--- config.mk ---
export PLATFORM = sky130hd
export DESIGN_NAME = dfmac_core
export DESIGN_NICKNAME = d
export VERILOG_FILES = /design/src/rtl/dfmac_pkg.sv /design/src/rtl/dfmac_adder.sv /design/src/rtl/dfmac_mult.sv /design/src/rtl/dfmac_core.sv
export SDC_FILE = /design/constraint.sdc
export NUM_CORES = 2
export LEC_CHECK = 0
export BUFFER_PORTS_ARGS = -buffer_cell sky130_fd_sc_hd__buf_4
export CAP_MARGIN = 20
export CORE_UTILIZATION = 60
export DETAILED_ROUTE_END_ITERATION = 10
export PLACE_DENSITY_LB_ADDON = 0.15
export SYNTH_ARGS = -nofsm -noshare
export SYNTH_HDL_FRONTEND = slang
export SYNTH_SLANG_ARGS = --single-unit
--- constraint.sdc ---
create_clock -name clk -period 50.3 [get_ports clk]
set_input_delay 5.03 -clock clk [delete_from_list [all_inputs] [get_ports clk]]
set_output_delay 5.03 -clock clk [all_outputs]
set_load 0.02 [all_outputs]
--- src/rtl/dfmac_pkg.sv ---
package dfmac_pkg;

  typedef enum logic {
    FLD_PRIME  = 1'b0,
    FLD_BINARY = 1'b1
  } field_e;

  typedef struct packed {
    logic clr;
    logic ld;
    logic shr;
  } acc_op_t;

endpackage

--- src/rtl/dfmac_adder.sv ---
module dfmac_adder #(
  parameter int WIDTH = 96
) (
  input  logic             field_i,
  input  logic [WIDTH-1:0] x_i,
  input  logic [WIDTH-1:0] y_i,
  output logic [WIDTH-1:0] z_o
);
  logic [WIDTH:0] cy;

  assign cy[0] = 1'b0;

  for (genvar k = 0; k < WIDTH; k++) begin : g_cell
    logic maj;
    assign z_o[k]  = x_i[k] ^ y_i[k] ^ cy[k];
    assign maj     = (x_i[k] & y_i[k]) | (x_i[k] & cy[k]) | (y_i[k] & cy[k]);
    assign cy[k+1] = field_i ? 1'b0 : maj;
  end

endmodule

--- src/rtl/dfmac_mult.sv ---
module dfmac_mult #(
  parameter int WORD = 32
) (
  input  logic              field_i,
  input  logic [WORD-1:0]   a_i,
  input  logic [WORD-1:0]   b_i,
  output logic [2*WORD:0]   prod_o
);
  localparam int PW = 2 * WORD;

  logic [PW-1:0] pp    [WORD];
  logic [PW-1:0] s_vec [WORD];
  logic [PW-1:0] c_vec [WORD];

  for (genvar k = 0; k < WORD; k++) begin : g_pp
    assign pp[k] = b_i[k] ? ({{WORD{1'b0}}, a_i} << k) : '0;
  end

  assign s_vec[0] = pp[0];
  assign c_vec[0] = '0;

  for (genvar k = 1; k < WORD; k++) begin : g_csa
    logic [PW-1:0] maj;
    assign s_vec[k] = s_vec[k-1] ^ c_vec[k-1] ^ pp[k];
    assign maj      = (s_vec[k-1] & c_vec[k-1]) | (s_vec[k-1] & pp[k])
                    | (c_vec[k-1] & pp[k]);
    assign c_vec[k] = field_i ? '0 : {maj[PW-2:0], 1'b0};
  end

  dfmac_adder #(.WIDTH(PW + 1)) u_cpa (
    .field_i (field_i),
    .x_i     ({1'b0, s_vec[WORD-1]}),
    .y_i     ({1'b0, c_vec[WORD-1]}),
    .z_o     (prod_o)
  );

endmodule

--- src/rtl/dfmac_core.sv ---
module dfmac_core
  import dfmac_pkg::*;
#(
  parameter int WORD = 32
) (
  input  logic            clk,
  input  logic            rst_n,
  input  logic            field_i,
  input  logic            dbl_i,
  input  logic            ld_i,
  input  logic            shr_i,
  input  logic            clr_i,
  input  logic [WORD-1:0] a_i,
  input  logic [WORD-1:0] b_i,
  output logic [WORD-1:0] v0_o,
  output logic [WORD-1:0] shout_o
);
  localparam int PW = 2 * WORD;
  localparam int AW = 3 * WORD;

  field_e         fld;
  acc_op_t        op;
  logic [PW:0]    prod_w;
  logic [PW:0]    term_w;
  logic [AW-1:0]  term_ext;
  logic [AW-1:0]  sum_w;
  logic [WORD-1:0] v_q [3];
  logic [AW-1:0]  acc_w;
  logic [AW-1:0]  acc_nx;
  logic [WORD-1:0] shout_nx;

  assign fld = field_e'(field_i);
  assign op  = '{clr: clr_i, ld: ld_i, shr: shr_i};

  dfmac_mult #(.WORD(WORD)) u_mult (
    .field_i (fld == FLD_BINARY),
    .a_i     (a_i),
    .b_i     (b_i),
    .prod_o  (prod_w)
  );

  assign term_w   = dbl_i ? {prod_w[PW-1:0], 1'b0} : prod_w;
  assign term_ext = {{(AW-PW-1){1'b0}}, term_w};
  assign acc_w    = {v_q[2], v_q[1], v_q[0]};

  dfmac_adder #(.WIDTH(AW)) u_acc_add (
    .field_i (fld == FLD_BINARY),
    .x_i     (acc_w),
    .y_i     (term_ext),
    .z_o     (sum_w)
  );

  always_comb begin
    acc_nx   = acc_w;
    shout_nx = shout_o;
    if (op.clr) begin
      acc_nx = '0;
    end else if (op.ld && op.shr) begin
      acc_nx   = sum_w >> WORD;
      shout_nx = sum_w[WORD-1:0];
    end else if (op.ld) begin
      acc_nx = sum_w;
    end else if (op.shr) begin
      acc_nx   = acc_w >> WORD;
      shout_nx = acc_w[WORD-1:0];
    end
  end

  for (genvar w = 0; w < 3; w++) begin : g_word
    always_ff @(posedge clk or negedge rst_n) begin
      if (!rst_n) v_q[w] <= '0;
      else        v_q[w] <= acc_nx[w*WORD +: WORD];
    end
  end

  always_ff @(posedge clk or negedge rst_n) begin
    if (!rst_n) shout_o <= '0;
    else        shout_o <= shout_nx;
  end

  assign v0_o = v_q[0];

endmodule

; ---- Word level (Yosys, flattened, before mapping)
; Cells that the tools add are included.
[totals]
wordCells = 1406
out_inout_bits = 64
reg_bits = 128
input_bits = 71
[op_classes]
n_bitwise = 1167
n_eq_ne = 1
reduce_logical = 4
muxes = 230
[op_table]
columns = operator, n
row1 = 63-bit AND, 83
row2 = 63-bit bitwise OR, 60
row3 = 64-bit two-way mux, 31
row4 = 64-bit bitwise XOR, 30
row5 = 1-bit AND, 413
row6 = 96-bit two-way mux, 4
row7 = 1-bit bitwise XOR, 287
row8 = 1-bit bitwise OR, 254
row9 = 1-bit two-way mux, 159
row10 = 32-bit two-way mux, 4
row11 = 63-bit by 59-bit AND with 63-bit output, 2
row12 = 63-bit by 60-bit AND with 63-bit output, 2
row13 = 63-bit by 61-bit AND with 63-bit output, 2
row14 = 63-bit by 62-bit AND with 63-bit output, 2
row15 = 65-bit two-way mux, 1
row16 = 64-bit by 34-bit bitwise XOR with 64-bit output, 1
row17 = 64-bit by 35-bit bitwise XOR with 64-bit output, 1
row18 = 64-bit by 36-bit bitwise XOR with 64-bit output, 1
row19 = 64-bit by 37-bit bitwise XOR with 64-bit output, 1
row20 = 64-bit by 38-bit bitwise XOR with 64-bit output, 1
row21 = 64-bit by 39-bit bitwise XOR with 64-bit output, 1
row22 = 64-bit by 40-bit bitwise XOR with 64-bit output, 1
row23 = 64-bit by 41-bit bitwise XOR with 64-bit output, 1
row24 = 64-bit by 42-bit bitwise XOR with 64-bit output, 1
row25 = 59 further kinds, 59

; ---- Depth between registers and ports, before layout
[depth]
ltp_word = 700
ltp_mapped = 195

; ---- Cells and area by module
; Synthesis repeated with hierarchy kept, for this count alone.
[hier_totals]
hier_cells = 4261
area_unflattened_um2 = 43590.6
[modules_own_cells]
columns = module, seq_area_each_um2, cells_per_inst, n_inst, area_each_um2
row1 = dfmac_mult, 0.0, 3392, 1, 32777.7
row2 = dfmac_core, 3203.1, 524, 1, 6453.7
row3 = dfmac_adder (u_acc_add), 0.0, 205, 1, 2580.0
row4 = dfmac_adder (u_mult.u_cpa), 0.0, 140, 1, 1779.2

; ---- Worst setup path after synthesis
; OpenSTA, ideal clock, no wires.
[synth_path]
path_kind = input to register
from = in field_i
to = reg v_q (netlist bit acc_w[62])
cell_stages = 194
setup_ns = 0.131
setup_slack_ns = 1.136
path_buffers = 4
t_arrival_ns = 49.032
cell_sequence = buf_2 -> buf_2 -> buf_2 -> clkbuf_1 -> nor2b_1 -> fa_1 -> nor2b_1 -> fa_1 -> nor2b_1 -> fa_1 -> nor2b_1 -> fa_1 -> nor2b_1 -> fa_1 -> nor2b_1 -> fa_1 -> nor2b_1 -> fa_1 -> [... 158 more ...] -> nor2b_1 -> ha_1 -> nor2b_1 -> ha_1 -> nor2b_1 -> ha_1 -> nor2b_1 -> ha_1 -> nor2b_1 -> ha_1 -> nor2b_1 -> ha_1 -> nor2b_1 -> ha_1 -> nor2b_1 -> ha_1 -> mux4_2 -> nor2b_1
[synth_between]
elab_chain_len = 381
[synth_rtl]
columns = item, line
row1 = start: declaration, dfmac_core.sv:8  ; input logic field_i,
row2 = 64-bit two-way mux, dfmac_mult.sv:27  ; assign c_vec[k] = field_i ? '0 : {maj[PW-2:0], 1'b0};
row3 = 64-bit bitwise XOR, dfmac_mult.sv:24  ; assign s_vec[k] = s_vec[k-1] ^ c_vec[k-1] ^ pp[k];
row4 = 64-bit by 34-bit bitwise XOR with 64-bit output, dfmac_mult.sv:24
row5 = 64-bit bitwise XOR, dfmac_mult.sv:24
row6 = 64-bit by 35-bit bitwise XOR with 64-bit output, dfmac_mult.sv:24
row7 = 64-bit bitwise XOR, dfmac_mult.sv:24
row8 = 64-bit by 36-bit bitwise XOR with 64-bit output, dfmac_mult.sv:24
row9 = 64-bit bitwise XOR, dfmac_mult.sv:24
row10 = [... 365 more ...], --
row11 = 1-bit two-way mux, dfmac_adder.sv:17  ; assign cy[k+1] = field_i ? 1'b0 : maj;
row12 = 1-bit AND, dfmac_adder.sv:16  ; assign maj = (x_i[k] & y_i[k]) | (x_i[k] & cy[k]) | (y_i[k] & cy[k]);
row13 = 1-bit two-way mux, dfmac_adder.sv:17
row14 = 1-bit AND, dfmac_adder.sv:16
row15 = 1-bit two-way mux, dfmac_adder.sv:17
row16 = 1-bit bitwise XOR, dfmac_adder.sv:15  ; assign z_o[k] = x_i[k] ^ y_i[k] ^ cy[k];
row17 = 96-bit two-way mux (*), dfmac_core.sv:58  ; end else if (op.ld && op.shr) begin
row18 = 96-bit two-way mux (*), dfmac_core.sv:56  ; if (op.clr) begin
row19 = end signal: indexed assignment, dfmac_core.sv:72  ; else v_q[w] <= acc_nx[w*WORD +: WORD];
row20 = end: declaration, dfmac_core.sv:27  ; logic [WORD-1:0] v_q [3];
; Every way passes the cells marked *; elsewhere a longest branch is shown, timed or not.
; A chain may end at the register's enable or synchronous reset.

; ---- Worst setup path in the final report
[layout_path]
from = in b_i[1]
to = reg v_q (netlist bit acc_w[62])
[layout_between]
elab_chain_len = 382
[layout_rtl]
columns = item, line
row1 = start: declaration, dfmac_core.sv:14  ; input logic [WORD-1:0] b_i,
row2 = 33-bit two-way mux (*), dfmac_mult.sv:16  ; assign pp[k] = b_i[k] ? ({{WORD{1'b0}}, a_i} << k) : '0;
row3 = 32-bit by 33-bit bitwise XOR with 33-bit output, dfmac_mult.sv:24
row4 = 64-bit bitwise XOR, dfmac_mult.sv:24
row5 = 64-bit by 34-bit bitwise XOR with 64-bit output, dfmac_mult.sv:24
row6 = 64-bit bitwise XOR, dfmac_mult.sv:24
row7 = 64-bit by 35-bit bitwise XOR with 64-bit output, dfmac_mult.sv:24
row8 = 64-bit bitwise XOR, dfmac_mult.sv:24
row9 = 64-bit by 36-bit bitwise XOR with 64-bit output, dfmac_mult.sv:24
row10 = [... 366 more ...], --
row11 = 1-bit two-way mux, dfmac_adder.sv:17
row12 = 1-bit AND, dfmac_adder.sv:16
row13 = 1-bit two-way mux, dfmac_adder.sv:17
row14 = 1-bit AND, dfmac_adder.sv:16
row15 = 1-bit two-way mux, dfmac_adder.sv:17
row16 = 1-bit bitwise XOR, dfmac_adder.sv:15
row17 = 96-bit two-way mux (*), dfmac_core.sv:58
row18 = 96-bit two-way mux (*), dfmac_core.sv:56
; Marks and branches as above.

==> flow_summary_export.csv <==
group,metric,value,unit
drt,wl_per_cell,17.4,um
synth,synth_edf_count,0,
timing,slew_viol_final,0,
timing,fmax,0.0205,GHz
floorplanning,fp.coreArea,70300,um2
clocking,cts_buffers,17,
final_layout,fin_util,64.4,%
final_layout,fillerInstances,5721,
critical_path,cp_max_fo,21,
run_status,status,"completed",
critical_path,crit_top_cell,"nor2b_1",
floorplanning,ios,135,
synth,ys_seq_area_share,7.49,%
timing,skew,0.0137,ns
timing,setup_slack,1.52,ns
floorplanning,die_area,72300,um2
timing,tns,0,ns
timing,finalCriticalPeriod,48.78,ns
floorplanning,start_util,60.8,%
critical_path,crit_path_start_kind,"input pin",
placed_design,hpwl,71000,um
placed_design,post-place-ws,-1.35,ns
final_layout,seq_area,3200,um2
critical_path,crit_type,"in -> reg",
synth,synth_nets,5346,
hold_path,min-delay-start,"shout_o[19]$_DFFE_PN0P_",
global_routing,use_met2,44.4,%
global_routing,met3_usage,2.68,%
drt,vias,26958,
placed_design,dp.cells,4950,
synth,async_reset_ff_share,100,%
final_layout,final_cells,4987,
clocking,clk_pin_slew,0.06,ns
critical_path,cp_data_required_time,50.59,ns
clocking,cts_tree,"yes",
critical_path,endpoint_kind,"flip-flop",
global_routing,first_global_vias,29665,
critical_path,r2r_end,"acc_w[62]$_DFFE_PN0P_",
drt,vias_per_cell,5.41,
final_layout,layout_common_cells,"942 x nor2b_1, 909 x and2_1, 851 x fa_1",
timing,worst_pin_slew,1.04,ns
clocking,holdBufCountCts,0,
clocking,insertion_delay,0.44,ns
synth,synth_area_leaders,"fa_1 48%, nor2b_1 15%, and2_1 13%, dfrtp_1 7.5%, clkbuf_1 2.8%",
final_layout,n_antenna_cell,0,
drt,totalWireLength,86700,um
synth,dominantRegCellSynth,"dfrtp_1",
global_routing,grt.busiest_layer,"met2",
clocking,cts.sinks,128,
synth,synthCells,4188,
hold_path,worstHoldPathType,"reg -> reg",
clocking,htreeDepth,4,
critical_path,rrSetupSlack,6.47,ns
global_routing,grt_pass1_wl,150000,um
critical_path,critPathSlowestCell,"fa_2",
timing,finalSetupViolations,0,
final_layout,synthToLayoutAreaGrowth,5.87,%
hold_path,min_path_cells,2,
hold_path,hold-path-endpoint,"shout_o[19]$_DFFE_PN0P_",
critical_path,crit_family,"adder cells",
synth,netlist.top_cell.by_area,"fa_1",
global_routing,antenna_found_initial,10,
critical_path,r2r_start,"v0_o[0]$_DFFE_PN0P_",
global_routing,globalRouteMet1Util,35.8,%
placed_design,finalWeightedCongestion,0.899,
floorplanning,placementRows,97,
critical_path,worstRegToRegCells,191,
timing,finalHoldViolations,0,
drt,drc,0,
final_layout,drive_above_1_share,15.6,%
synth,synth.distinct_cells,29,
job,cap_violations,0,
drt,antenna_left,0,
global_routing,grt_overflow,0,
critical_path,cp.buffers_inverters,5,
drt,firstDrtPassIters,7,
floorplanning,die_h,269,um
drt,drt_iter0_drc,1068,
final_layout,layout_commonest_cell,"nor2b_1",
synth,syn_avg_cell_area,10.2,um2
timing,max-slew-margin-rel,30.4,%
global_routing,track_usage,25.8,%
timing,min_period_over_period,97.0,%
floorplanning,die_w,269,um
global_routing,grt_max_degree,131,
clocking,cts_root_buf,"clkbuf_16",
synth,ys_warn_count,0,
critical_path,arrival,49.07,ns
final_layout,multi_input_area,38100,um2
placed_design,place.port_buffers,134,
synth,yosys_register_bits,128,
synth,synth_top_area_share,48.0,%
synth,synth_area,42700,um2
critical_path,slowest_delay,0.57,ns
clocking,clk_path_buf_depth,2,
final_layout,fin_nets,5192,
==> tightest hold or removal path: cells and delay by family, from the launching register on <==
kind	cells	cell delay [ns]
AND/OR/NAND/NOR	1	0.05
flip-flops	1	0.34
AO/OA/AOI/OAI	1	0.06
==> cell usage after synthesis, types with 60 or more instances <==
master,number
dfrtp_1,128
mux2_2,61
fa_1,1024
nor2_1,92
nand2b_1,60
ha_1,63
nor2b_1,993
and2_1,909
inv_1,91
nand2_1,149
mux2i_1,62
clkbuf_1,317
==> cell families after synthesis <==
group                      share of synthesized area [%]
xor gates and xnor gates                          0.0205
and+or+nand+nor                                     31.3
buffers and inverters                               4.91
muxes                                               5.11
adders and majority gates                           49.8
AOI/OAI and AO/OA                                   1.33
DFF                                                 7.49
==> layout make-up <==
class,count,area share (%)
multi-input cells,3573,84.2
repair buffers,223,4.04
well taps,940,2.60
clock buffers,18,0.948
clock inverters,14,0.371
flip-flops and latches,128,7.08
inverters,91,0.755
==> registers in the layout (all words and copies together) (netlist names) <==
register / flops
acc_w: 64
v0_o: 32
shout_o: 32
==> metal layers <==
metal / vias to the layer above / wire (um)
met5: - / 67
met4: 10 / 1590
met3: 82 / 2860
met2: 303 / 43100
met1: 14282 / 39100
li1: 12281 / -
==> stage by stage <==
step / hold WS [ns] / area, um2
after floorplan: 0.510 / 42700
after global placement: 0.463 / 43900
after detailed placement: 0.471 / 43900
after CTS: 0.483 / 44600
after global routing: 0.515 / 45200
final: 0.477 / 45200
==> what timing repair did <==
item | 4_1_cts | 5_1_grt
cloned | 0 | 1
gates resized for setup | 60 | 201
pin swaps | 41 | 144
setup buffers | 0 | 3
setup endpoints to repair | 8 | 14
endpoints found under the hold margin | 0 | 0
==> worst max path at each step <==
stage,end,cells after the start,slack [ns],startpoint
6_report,acc_w[62]$_DFFE_PN0P_,186,1.52,b_i[1]
2_1_floorplan,acc_w[62]$_DFFE_PN0P_,194,1.14,field_i
5_1_grt,acc_w[62]$_DFFE_PN0P_,186,-0.09,b_i[1]
3_3_place_gp,acc_w[62]$_DFFE_PN0P_,193,-1.02,b_i[0]
4_1_cts,acc_w[62]$_DFFE_PN0P_,192,0.008,b_i[0]
3_5_place_dp,acc_w[62]$_DFFE_PN0P_,193,-1.35,b_i[0]
Power is not shown: default switching activity piles up to over one toggle a cycle in this logic, so the estimate is an artifact.
